## config.mk

```make
export PLATFORM = sky130hd
export DESIGN_NAME = lpc_dma_target
export DESIGN_NICKNAME = d
export VERILOG_FILES = /design/src/rtl/dmae_pkg.sv /design/src/rtl/dmae_field_dec.sv /design/src/rtl/dmae_seq.sv /design/src/rtl/dmae_datapath.sv /design/src/rtl/lpc_dma_target.sv
export SDC_FILE = /design/constraint.sdc
export NUM_CORES = 1
export LEC_CHECK = 0
export ABC_AREA = 1
export BUFFER_PORTS_ARGS = -buffer_cell sky130_fd_sc_hd__buf_2
export CAP_MARGIN = 40
export CORE_UTILIZATION = 37
export DETAILED_ROUTE_END_ITERATION = 7
export PLACE_DENSITY = 0.68
export SYNTH_ARGS = -nofsm -noshare
export SYNTH_HDL_FRONTEND = slang
export SYNTH_SLANG_ARGS = --single-unit
```

## constraint.sdc

```tcl
create_clock -name clk -period 1.8 [get_ports clk]
set_input_delay 0.45 -clock clk [delete_from_list [all_inputs] [get_ports clk]]
set_output_delay 0.45 -clock clk [all_outputs]
set_load 0.05 [all_outputs]
```

## src/rtl/dmae_pkg.sv

```systemverilog
package dmae_pkg;

    localparam int NIB_W  = 4;
    localparam int BYTE_W = 8;
    localparam int CHAN_W = 3;
    localparam int LANES  = BYTE_W / NIB_W;

    localparam logic [NIB_W-1:0] NIB_START     = 4'b0000;
    localparam logic [NIB_W-1:0] NIB_TYPE_RD   = 4'b1000;
    localparam logic [NIB_W-1:0] NIB_TYPE_WR   = 4'b1010;
    localparam logic [NIB_W-1:0] NIB_SYNC_RDY  = 4'b0000;
    localparam logic [NIB_W-1:0] NIB_SYNC_WAIT = 4'b0101;
    localparam logic [NIB_W-1:0] NIB_TAR       = 4'b1111;

    typedef enum logic [3:0] {
        ST_IDLE,
        ST_TYPE,
        ST_CHAN,
        ST_SIZE,
        ST_RD_LO,
        ST_RD_HI,
        ST_HTAR1,
        ST_HTAR2,
        ST_SYNC,
        ST_WR_LO,
        ST_WR_HI,
        ST_PTAR1,
        ST_PTAR2
    } seq_state_e;

    typedef enum logic [2:0] {
        DRV_OFF,
        DRV_SYNC_RDY,
        DRV_SYNC_WAIT,
        DRV_LO,
        DRV_HI,
        DRV_TAR
    } drive_sel_e;

    typedef struct packed {
        logic is_start;
        logic type_ok;
        logic type_wr;
        logic chan_hit;
        logic tc_bit;
        logic size_ok;
        logic size_two;
    } field_dec_t;

    typedef struct packed {
        logic to_host;
        logic tc;
        logic two;
        logic fill;
    } cyc_ctx_t;

    function automatic logic [NIB_W-1:0] drive_nibble(input drive_sel_e sel,
                                                      input logic [BYTE_W-1:0] b);
        logic [NIB_W-1:0] r;
        unique case (sel)
            DRV_SYNC_RDY:  r = NIB_SYNC_RDY;
            DRV_SYNC_WAIT: r = NIB_SYNC_WAIT;
            DRV_LO:        r = b[NIB_W-1:0];
            DRV_HI:        r = b[BYTE_W-1:NIB_W];
            DRV_TAR:       r = NIB_TAR;
            default:       r = NIB_TAR;
        endcase
        return r;
    endfunction

endpackage

```

## src/rtl/dmae_field_dec.sv

```systemverilog
module dmae_field_dec
    import dmae_pkg::*;
(
    input  logic [NIB_W-1:0]  nib,
    input  logic [CHAN_W-1:0] own_chan,
    output field_dec_t        dec
);

    always_comb begin
        dec.is_start = (nib == NIB_START);
        dec.type_ok  = (nib == NIB_TYPE_RD) || (nib == NIB_TYPE_WR);
        dec.type_wr  = (nib == NIB_TYPE_WR);
        dec.chan_hit = (nib[CHAN_W-1:0] == own_chan);
        dec.tc_bit   = nib[NIB_W-1];
        dec.size_ok  = (nib[NIB_W-1:1] == '0);
        dec.size_two = nib[0];
    end

endmodule

```

## src/rtl/dmae_seq.sv

```systemverilog
module dmae_seq
    import dmae_pkg::*;
(
    input  logic             clk,
    input  logic             rst,
    input  logic             frame_n,
    input  field_dec_t       dec,
    input  logic             abandon,
    input  logic             abandon_fill,
    input  logic             rx_full,
    input  logic             tx_empty,
    output logic [LANES-1:0] cap,
    output logic             load_tx,
    output logic             use_fill,
    output drive_sel_e       drv,
    output logic             rx_valid,
    output logic             tx_pop,
    output logic             tc_out
);

    seq_state_e st_q, st_d;
    cyc_ctx_t   ctx_q, ctx_d;
    logic       idx_q, idx_d;
    logic       last, ready, sync_ok;

    assign last    = (idx_q == ctx_q.two);
    assign ready   = ctx_q.fill || (ctx_q.to_host ? !tx_empty : !rx_full);
    assign sync_ok = (st_q == ST_SYNC) && ready;

    always_comb begin
        st_d  = st_q;
        ctx_d = ctx_q;
        idx_d = idx_q;
        unique case (st_q)
            ST_IDLE: st_d = ST_IDLE;
            ST_TYPE: begin
                if (dec.type_ok) begin
                    ctx_d.to_host = dec.type_wr;
                    st_d          = ST_CHAN;
                end else begin
                    st_d = ST_IDLE;
                end
            end
            ST_CHAN: begin
                if (dec.chan_hit) begin
                    ctx_d.tc = dec.tc_bit;
                    st_d     = ST_SIZE;
                end else begin
                    st_d = ST_IDLE;
                end
            end
            ST_SIZE: begin
                if (dec.size_ok && !(abandon && !abandon_fill)) begin
                    ctx_d.two  = dec.size_two;
                    ctx_d.fill = abandon;
                    idx_d      = 1'b0;
                    st_d       = ctx_q.to_host ? ST_HTAR1 : ST_RD_LO;
                end else begin
                    st_d = ST_IDLE;
                end
            end
            ST_RD_LO: st_d = ST_RD_HI;
            ST_RD_HI: st_d = ST_HTAR1;
            ST_HTAR1: st_d = ST_HTAR2;
            ST_HTAR2: st_d = ST_SYNC;
            ST_SYNC: begin
                if (ready) st_d = ctx_q.to_host ? ST_WR_LO : ST_PTAR1;
            end
            ST_WR_LO: st_d = ST_WR_HI;
            ST_WR_HI: begin
                if (last) begin
                    st_d = ST_PTAR1;
                end else begin
                    idx_d = 1'b1;
                    st_d  = ST_SYNC;
                end
            end
            ST_PTAR1: st_d = ST_PTAR2;
            ST_PTAR2: begin
                if (!ctx_q.to_host && !last) begin
                    idx_d = 1'b1;
                    st_d  = ST_RD_LO;
                end else begin
                    st_d = ST_IDLE;
                end
            end
            default: st_d = ST_IDLE;
        endcase
        // a framing strobe overrides whatever the cycle was doing
        if (!frame_n) st_d = dec.is_start ? ST_TYPE : ST_IDLE;
    end

    always_ff @(posedge clk) begin
        if (rst) begin
            st_q  <= ST_IDLE;
            ctx_q <= '0;
            idx_q <= 1'b0;
        end else begin
            st_q  <= st_d;
            ctx_q <= ctx_d;
            idx_q <= idx_d;
        end
    end

    always_comb begin
        unique case (st_q)
            ST_SYNC:  drv = ready ? DRV_SYNC_RDY : DRV_SYNC_WAIT;
            ST_WR_LO: drv = DRV_LO;
            ST_WR_HI: drv = DRV_HI;
            ST_PTAR1: drv = DRV_TAR;
            default:  drv = DRV_OFF;
        endcase
    end

    assign cap[0]   = (st_q == ST_RD_LO) && frame_n;
    assign cap[1]   = (st_q == ST_RD_HI) && frame_n;
    assign load_tx  = sync_ok && ctx_q.to_host;
    assign use_fill = ctx_q.fill;
    assign rx_valid = sync_ok && !ctx_q.to_host && !ctx_q.fill;
    assign tx_pop   = load_tx && !ctx_q.fill;
    assign tc_out   = ctx_q.tc && !ctx_q.fill && last &&
                      ((sync_ok && !ctx_q.to_host) ||
                       ((st_q == ST_WR_HI) && ctx_q.to_host));

endmodule

```

## src/rtl/dmae_datapath.sv

```systemverilog
module dmae_datapath
    import dmae_pkg::*;
#(
    parameter logic [BYTE_W-1:0] FILL_BYTE = 8'hFF
) (
    input  logic              clk,
    input  logic              rst,
    input  logic [NIB_W-1:0]  nib_in,
    input  logic [LANES-1:0]  cap,
    input  logic              load_tx,
    input  logic              use_fill,
    input  logic [BYTE_W-1:0] tx_data,
    input  drive_sel_e        drv,
    output logic [BYTE_W-1:0] rx_byte,
    output logic [NIB_W-1:0]  nib_out,
    output logic              nib_oe
);

    logic [BYTE_W-1:0] tx_q;

    for (genvar g = 0; g < LANES; g++) begin : g_lane
        logic [NIB_W-1:0] lane_q;
        always_ff @(posedge clk) begin
            if (rst)         lane_q <= '0;
            else if (cap[g]) lane_q <= nib_in;
        end
        assign rx_byte[g*NIB_W +: NIB_W] = lane_q;
    end

    always_ff @(posedge clk) begin
        if (rst)          tx_q <= '0;
        else if (load_tx) tx_q <= use_fill ? FILL_BYTE : tx_data;
    end

    assign nib_oe  = (drv != DRV_OFF);
    assign nib_out = drive_nibble(drv, tx_q);

endmodule

```

## src/rtl/lpc_dma_target.sv

```systemverilog
module lpc_dma_target
    import dmae_pkg::*;
#(
    parameter logic [BYTE_W-1:0] FILL_BYTE = 8'hFF
) (
    input  logic              clk,
    input  logic              rst,
    input  logic              bus_frame_n,
    input  logic [NIB_W-1:0]  bus_nib_in,
    output logic [NIB_W-1:0]  bus_nib_out,
    output logic              bus_nib_oe,
    input  logic [CHAN_W-1:0] own_chan,
    input  logic              req_abandon,
    input  logic              abandon_fill,
    output logic [BYTE_W-1:0] rx_data,
    output logic              rx_valid,
    input  logic              rx_full,
    input  logic [BYTE_W-1:0] tx_data,
    output logic              tx_pop,
    input  logic              tx_empty,
    output logic              tc_out
);

    field_dec_t       dec;
    logic [LANES-1:0] cap;
    logic             load_tx;
    logic             use_fill;
    drive_sel_e       drv;

    dmae_field_dec u_dec (
        .nib      (bus_nib_in),
        .own_chan (own_chan),
        .dec      (dec)
    );

    dmae_seq u_seq (
        .clk          (clk),
        .rst          (rst),
        .frame_n      (bus_frame_n),
        .dec          (dec),
        .abandon      (req_abandon),
        .abandon_fill (abandon_fill),
        .rx_full      (rx_full),
        .tx_empty     (tx_empty),
        .cap          (cap),
        .load_tx      (load_tx),
        .use_fill     (use_fill),
        .drv          (drv),
        .rx_valid     (rx_valid),
        .tx_pop       (tx_pop),
        .tc_out       (tc_out)
    );

    dmae_datapath #(.FILL_BYTE(FILL_BYTE)) u_dp (
        .clk      (clk),
        .rst      (rst),
        .nib_in   (bus_nib_in),
        .cap      (cap),
        .load_tx  (load_tx),
        .use_fill (use_fill),
        .tx_data  (tx_data),
        .drv      (drv),
        .rx_byte  (rx_data),
        .nib_out  (bus_nib_out),
        .nib_oe   (bus_nib_oe)
    );

endmodule

```

### Word-level counts from Yosys, hierarchy flattened

Index checks and enable logic that the tools add are counted.

| operators by class | value |
|---|---|
| equal/unequal tests | 24 |
| muxes and demuxes | 20 |
| reduce and logical (&&, ||, !) cells | 32 |

Operators with widths:

| operator | count |
|---|---|
| 4-bit case mux with 12 select lines | 1 |
| 4-bit equality test, second input constant | 7 |
| 4-bit by 3-bit equality test with 1-bit output, second input constant | 4 |
| 4-bit case mux with 4 select lines | 1 |
| 1-bit logical AND | 14 |
| 2-bit two-way mux | 6 |
| 4-bit two-way mux | 3 |
| 3-bit case mux with 4 select lines | 1 |
| 4-bit by 2-bit equality test with 1-bit output, second input constant | 2 |
| 8-bit two-way mux | 1 |
| 1-bit logical NOT | 7 |
| 3-bit by 2-bit equality test with 1-bit output, second input constant | 2 |
| 2-bit AND reduction | 3 |
| 3-bit nonzero test | 2 |
| 1-bit two-way mux | 5 |
| 4-bit by 1-bit equality test with 1-bit output, second input constant | 1 |
| 4-bit logical NOT | 1 |
| 2-bit by 1-bit inequality test with 1-bit output, second input constant | 2 |
| 4-bit AND reduction | 1 |
| 3-bit by 1-bit equality test with 1-bit output, second input constant | 1 |
| 3-bit equality test | 1 |
| 3-bit equality test, second input constant | 1 |
| 3-bit logical NOT | 1 |
| 1-bit logical OR | 3 |
| other kinds (5) | 5 |

| word-level totals | value |
|---|---|
| register bits | 25 |
| output and inout bits | 16 |

### Longest topological paths before layout

Gate-level depths: netlist of the first run.

| depth | value |
|---|---|
| depth in word-level cells | 7 |
| depth in mapped cells | 9 |
| depth with buffers taken out | 9 |

### Modules after synthesis

From an unflattened synthesis of the first run, not the netlist that was laid out.

| unflattened totals | value |
|---|---|
| cells, all modules | 225 |
| area, all modules | 1480.2 µm² |

Modules (own cells, without submodules):

| module | instances | cells an instance | area each (µm²) | seq. area each (µm²) |
|---|---|---|---|---|
| dmae_datapath | 1 | 94 | 715.7 | 320.3 |
| dmae_seq | 1 | 112 | 664.4 | 180.2 |
| dmae_field_dec | 1 | 19 | 100.1 | 0.0 |

### Least setup slack after synthesis of the first run

OpenSTA, ideal clock, no wires.

| timing | value |
|---|---|
| path type | reg2out |
| start point | register u_seq.st_q[3] |
| end point | output tc_out |
| arrival | 1.577 ns |
| setup slack | -0.227 ns |
| stages on the path, launching flop included | 5 |
| buffers on the path | 0 |
| path through | dfxtp_1 -> nand2_2 -> nor2_4 -> nand3_1 -> a21oi_1 |

| between the ends | value |
|---|---|
| longest elaborated chain between the ends | 5 |
| elaborated cells between the ends (all ways) | 7 |

Ends and longest elaborated chain:

| what | line | text |
|---|---|---|
| start: declaration | dmae_seq.sv:21 | `seq_state_e st_q, st_d;` |
| start signal: assignment | dmae_seq.sv:99 | `st_q <= st_d;` |
| 4-bit equality test | dmae_seq.sv:28 | `assign sync_ok = (st_q == ST_SYNC) && ready;` |
| 1-bit logical AND | dmae_seq.sv:28 |  |
| 1-bit logical AND | dmae_seq.sv:122 | `((sync_ok && !ctx_q.to_host) \|\|` |
| 1-bit logical OR * | dmae_seq.sv:122 |  |
| 1-bit logical AND * | dmae_seq.sv:121 | `assign tc_out = ctx_q.tc && !ctx_q.fill && last &&` |
| end: declaration | lpc_dma_target.sv:21 | `output logic tc_out` |

Mark *: on every way between the ends. The rest lies on a longest branch, timed or not.

### Final worst setup path of the first run

| timing | value |
|---|---|
| start point | register u_seq.st_q[1] |
| end point | output tx_pop |

| between the ends | value |
|---|---|
| longest elaborated chain between the ends | 4 |

Ends and longest elaborated chain:

| what | line | text |
|---|---|---|
| 4-bit equality test | dmae_seq.sv:28 |  |
| 1-bit logical AND | dmae_seq.sv:28 |  |
| 1-bit logical AND | dmae_seq.sv:117 | `assign load_tx = sync_ok && ctx_q.to_host;` |
| 1-bit logical AND | dmae_seq.sv:120 | `assign tx_pop = load_tx && !ctx_q.fill;` |
| end: declaration | lpc_dma_target.sv:19 | `output logic tx_pop,` |

Every way passes these cells.

==> flow_metrics.env, run 1 <==
export IMPL_num_rows=21
export IMPL_io_buffers=37
export IMPL_violations="negative setup slack"
export IMPL_antenna_left=0
export IMPL_fin_ws_ps=-160
export IMPL_final_cell_mix="nand2_1 (41), nor2_1 (33), buf_2 (29)"
export IMPL_finalMaxSlewViolations=0
export IMPL_power_frac_seq=0.618
export IMPL_critPathLaunchType="register"
export IMPL_grt_usage=0.196
export IMPL_antenna_cells=0
export IMPL_io_pins=38
export IMPL_rsz0062_at_grt="yes"
export IMPL_vias_per_cell=4.91
export IMPL_cp_arrival_ps=1510
export IMPL_hpwl_um=2470
export IMPL_fillers=342
export IMPL_ys_seq_elements=25
export IMPL_numCtsBuffers=3
export IMPL_core_um2=3360
export IMPL_p_int_w=0.000669
export IMPL_yosys_top_cells_area="dfxtp_1 (38%), nand2_1 (12%), nor2_1 (11%)"
export IMPL_relSlewSlack=0.698
export IMPL_overflow=0
export IMPL_dieHeight_um=61.6
export IMPL_synth_top_cell_area_share=0.380
export IMPL_clkPwrFrac=0.308
export IMPL_insertion_delay_ps=330
export IMPL_min_period_over_period=1.09
export IMPL_drive_above_1_share=0.350
export IMPL_die_area_um2=3800
export IMPL_synth_warnings=0
export IMPL_required_ps=1350
export IMPL_grt_pass1_wl_um=5610
export IMPL_end_kind="output pin"
export IMPL_synth_xor_area_frac=0
export IMPL_cp_max_fo=4
export IMPL_design_area_um2=1840
export IMPL_initial_utilization=0.391
export IMPL_tightestPinTransition_ps=452
export IMPL_muxShareOfSynthArea=0
export IMPL_htree_levels=1
export IMPL_p_total_w=0.000893
export IMPL_p_leak_nw=0.894
export IMPL_wirelength_um=3390
export IMPL_clockRootBuffer="clkbuf_4"
export IMPL_drv_cap=0
export IMPL_grt_pass1_vias=1334
export IMPL_fin_nets=283
export IMPL_synthToLayoutAreaGrowth_pct=40.1
export IMPL_yosys_area_share_adder=0
export IMPL_synth_compound_area_frac=0.158
export IMPL_firstDrtPassIters=4
export IMPL_max_freq_mhz=510
export IMPL_final_common_cell="nand2_1"
export IMPL_place_congestion=0.878
export IMPL_synth_distinct_cells=22
export IMPL_finClkSkew_ps=7.59
export IMPL_num_vias=1503
export IMPL_combPwrFrac=0.074
export IMPL_async_reset_ff_frac=0
export IMPL_place_area_um2=1630
export IMPL_irDropWorstVdd_uv=427
export IMPL_synth_area_um2=1320
export IMPL_synth_top_family_by_area="simple AND/OR/NAND/NOR gates"
export IMPL_setup_viol=7
export IMPL_hold_ws_ps=332
export IMPL_cts_hold_buf=0
export IMPL_yosysSeqAreaShare=0.380
export IMPL_yosys_area_share_simple=0.388
export IMPL_cts_buffer_depth=2
export IMPL_switching_share=0.250
export IMPL_hold_viol=0
export IMPL_synth_edf_count=0
export IMPL_yosysTopAreaCell="dfxtp_1"
export IMPL_period_minus_slack_ps=1960
export IMPL_drt_iter0_markers=50
export IMPL_grt_antenna_before_repair=0
export IMPL_status="finished with violations"
export IMPL_fin_setup_tns_ps=-873
export IMPL_wl_per_cell_um=11.1
export IMPL_hp_class="in -> reg"
export IMPL_die_w_um=61.6
export IMPL_powerDensity_nw_per_um2=484
export IMPL_grt_max_degree=20
export IMPL_path_class="reg -> out"
export IMPL_p_sw_w=0.000224
export IMPL_synth_fp_nets=224
export IMPL_cts_tree="yes"
export IMPL_netlist_instances=202
export IMPL_clk_pin_slew_worst_paths_ps=150
export IMPL_avgSynthCellArea_um2=6.52
export IMPL_numClockSinks=25
export IMPL_ys_flop_type="dfxtp_1"
export IMPL_post_route_drc_count=0
## final cells by class
cell class	instances	area, um^2	area share
Multi-Input combinational cell	151	776	0.421
Tap cell	46	57.6	0.0312
Inverter	25	96.3	0.0522
Clock buffer	3	22.5	0.0122
Clock inverter	1	8.76	0.00475
Timing Repair Buffer	55	374	0.203
Sequential cell	25	509	0.276
## cell usage after synthesis, types with 2 or more instances
cell type,number
nand4_1,3
nand3_1,16
nand2_2,2
nor3_1,2
inv_1,21
nor2_1,37
nor2_4,2
dfxtp_1,25
inv_2,4
a21oi_1,16
o21ai_0,19
nand2_1,43
nor2_2,3
## power by group through the flow
stage | sequential [W] | clock (W) | combinational [W]
global placement | 0.000566 | 0 | 0.0000623
floorplan | 0.000566 | 0 | 0.0000260
finish | 0.000552 | 0.000275 | 0.0000658
CTS | 0.000552 | 0.000286 | 0.0000632
detailed placement | 0.000566 | 0 | 0.0000619
global route | 0.000552 | 0.000303 | 0.0000746
## per-layer routing
layer	share of wire	global-route usage	vias up
met1	0.47	0.253	670
met2	0.47	0.326	51
met4	0.013	0.0540	0
met5	0	0	-
li1	-	-	776
met3	0.049	0.0483	6
## kinds of logic (layout without fill, tap and decap cells)
logic type / count (synthesis) / in the layout
AND/OR/NAND/NOR: 112 / 112
AO/OA/AOI/OAI: 39 / 39
buffers and inverters: 26 / 84
flip-flops: 25 / 25
## critical path: stages (launching register included)
cell and delay [ps]:
dfxtp_4 390, nor2_4 120, inv_2 60, nor2_4 140, nand2_2 110, nor2_8 110, nand2_4 60, inv_2 60
buf_8 140
## flip-flops by register name (all words and copies together), names as in the netlist
name,flops
u_seq.use_fill,1
u_dp.g_lane.lane_q,8
u_seq.ctx_q,3
u_seq.st_q,4
u_dp.tx_q,8
u_seq.idx_q,1
## worst paths after layout
path | startpoint | endpoint | slack [ps] | depth (start not counted)
worst max-delay path | u_seq.st_q[1] | tx_pop | -160 | 8
worst min-delay path | tx_data[0] | u_dp.tx_q[0] | 330 | 3
worst max register to register | u_seq.st_q[1] | u_dp.tx_q[4] | 390 | 9
worst min register to register | u_seq.idx_q | u_seq.idx_q | 490 | 2
## metrics by stage
step | utilization | std cells | setup WS (ps)
2_1_floorplan | - | 202 | 6.56
3_3_place_gp | 0.484 | 293 | 24.8
3_5_place_dp | 0.484 | 293 | 13.3
4_1_cts | 0.537 | 304 | -168
5_1_grt | 0.548 | 306 | -228
6_report | 0.548 | 306 | -160
## repair_timing
item / in CTS / in global routing
gates resized for setup: 35 / 6
hold endpoints to repair: 0 / 0
buffers inserted: 7 / 2
pin swaps: 4 / 2
setup endpoints to repair: 8 / 8
(Power assumes the default switching activity.)
==> inputs of run 2 (changes only) <==
--- a/config.mk
+++ b/config.mk
@@ -10,7 +10,7 @@
 export CAP_MARGIN = 40
 export CORE_UTILIZATION = 37
 export DETAILED_ROUTE_END_ITERATION = 7
-export PLACE_DENSITY = 0.68
+export PLACE_DENSITY = 0.71
 export SYNTH_ARGS = -nofsm -noshare
 export SYNTH_HDL_FRONTEND = slang
 export SYNTH_SLANG_ARGS = --single-unit
==> constraint.sdc (replaced) <==
create_clock -name clk -period 1.62 [get_ports clk]
set_input_delay 0.405 -clock clk [delete_from_list [all_inputs] [get_ports clk]]
set_output_delay 0.405 -clock clk [all_outputs]
set_load 0.05 [all_outputs]
==> run 2 against run 1 <==
- the flow still finishes with violations (negative setup slack)
- sequential share of layout area decreased by 1.0 points
- worst hold slack got worse by 40 ps
- clock power grew 4%
- critical path type unchanged
- critical endpoint is now bus_nib_out[2]
==> flow_metrics.env, run 2 (synthesis gave the netlist of run 1 again) <==
export IMPL_status="finished with violations"
export IMPL_violations="negative setup slack"
export IMPL_cp_max_fo=4
export IMPL_finalMaxSlewViolations=0
export IMPL_hpwl_um=2550
export IMPL_reg_top3="u_dp.g_lane.lane_q (8), u_dp.tx_q (8), u_seq.st_q (4)"
export IMPL_cts_buffer_depth=2
export IMPL_irDropWorstVdd_uv=310
export IMPL_wirelength_um=3470
export IMPL_insertion_delay_ps=320
export IMPL_numCtsBuffers=3
export IMPL_fillers=342
export IMPL_r2r_start="u_seq.st_q[0]"
export IMPL_die_w_um=61.6
export IMPL_htree_levels=1
export IMPL_p_total_w=0.000973
export IMPL_num_rows=21
export IMPL_clockRootBuffer="clkbuf_4"
export IMPL_finish_utilization=0.572
export IMPL_relSlewSlack=0.673
export IMPL_rr_worst_depth=10
export IMPL_drv_cap=0
export IMPL_hold_ws_ps=292
export IMPL_critPathLaunchType="register"
export IMPL_hold_path_cell_count=3
export IMPL_max_freq_mhz=515
export IMPL_required_ps=1210
export IMPL_grt_pass1_wl_um=5820
export IMPL_finClkSkew_ps=6.62
export IMPL_tightestPinTransition_ps=491
export IMPL_startpoint="u_seq.st_q[0]"
export IMPL_fin_setup_tns_ps=-1880
export IMPL_final_common_cell="nand2_1"
export IMPL_fin_nets=287
export IMPL_fin_ws_ps=-321
export IMPL_grt_max_degree=20
export IMPL_timing_rr_end="u_seq.st_q[1]"
export IMPL_powerDensity_nw_per_um2=505
export IMPL_reg2reg_slack_ps=160
export IMPL_end_kind="output pin"
export IMPL_dieHeight_um=61.6
export IMPL_final_cell_mix="nand2_1 (40), nor2_1 (32), buf_2 (29)"
export IMPL_clk_pin_slew_worst_paths_ps=140
export IMPL_synthToLayoutAreaGrowth_pct=46.2
export IMPL_hold_viol=0
export IMPL_hp_class="in -> reg"
export IMPL_min_from="tx_data[6]"
export IMPL_num_vias=1485
export IMPL_rsz0062_at_grt="yes"
export IMPL_path_class="reg -> out"
export IMPL_period_minus_slack_ps=1940
export IMPL_min_period_over_period=1.20
export IMPL_design_area_um2=1920
export IMPL_post_route_drc_count=0
export IMPL_setup_viol=7
export IMPL_die_area_um2=3800
export IMPL_numClockSinks=25
export IMPL_min_to="u_dp.tx_q[6]"
export IMPL_cp_arrival_ps=1540
export IMPL_antenna_cells=0
export IMPL_cts_tree="yes"
export IMPL_place_area_um2=1720
export IMPL_wl_per_cell_um=11.2
export IMPL_firstDrtPassIters=4
export IMPL_vias_per_cell=4.79
export IMPL_io_buffers=37
export IMPL_initial_utilization=0.391
export IMPL_antenna_left=0
export IMPL_io_pins=38
export IMPL_grt_pass1_vias=1400
export IMPL_grt_antenna_before_repair=0
export IMPL_drive_above_1_share=0.379
export IMPL_core_um2=3360
export IMPL_drt_iter0_markers=76
export IMPL_place_congestion=0.873
export IMPL_grt_usage=0.203
export IMPL_p_leak_nw=0.921
export IMPL_overflow=0
[run 2: worst max-delay path, cell delays in order, from the launching register on]
cell     delay, ps
dfxtp_4        390
nor2_4         130
inv_2           60
nor2_4         140
inv_2           60
nor2_4         120
inv_2           40
nand4_1         90
buf_6          170
[run 2: timing repair]
action / 4_1_cts / 5_1_grt
setup buffers: 2 / 2
hold buffers: 0 / 0
setup endpoints to repair: 8 / 9
pin swaps: 8 / 2
gates resized for setup: 34 / 11
[run 2: layer usage]
metal  wire [um]  GRT usage  up-vias  part of all wire
met5           0          0        -                 0
met3         243     0.0378        6             0.070
met2        1580      0.338       57              0.46
met1        1600      0.273      643              0.46
met4          40     0.0476        0             0.012
li1            -          -      779                 -
[run 2: layout make-up]
type / count / area (um^2) / area share
Inverter: 25 / 96.3 / 0.0501
Multi-Input combinational cell: 151 / 808 / 0.420
Sequential cell: 25 / 512 / 0.266
Tap cell: 46 / 57.6 / 0.0299
Clock inverter: 1 / 5.00 / 0.00260
Timing Repair Buffer: 59 / 423 / 0.220
Clock buffer: 3 / 22.5 / 0.0117
[run 2: how the worst max path moves through the flow]
| stage | cells after the start | slack [ps] | end |
|---|---|---|---|
| global placement | 5 | -100 | tc_out |
| detailed placement | 5 | -120 | tc_out |
| finish | 8 | -320 | bus_nib_out[2] |
| CTS | 8 | -280 | bus_nib_out[2] |
| floorplan | 7 | -30 | bus_nib_out[0] |
| global route | 8 | -380 | bus_nib_out[2] |
[run 2: where the power goes]
group	internal [W]	total, W	switching, W
clock	0.0000926	0.000285	0.000193
sequential	0.000612	0.000612	0.000000461
combinational	0.0000313	0.0000748	0.0000436
total	0.000736	0.000973	0.000237
[run 2: metrics by stage]
stage          std cells  setup slack (ps)
2_1_floorplan        202             -27.6
3_3_place_gp         302             -95.7
3_5_place_dp         302              -122
4_1_cts              308              -280
5_1_grt              310              -383
6_report             310              -321
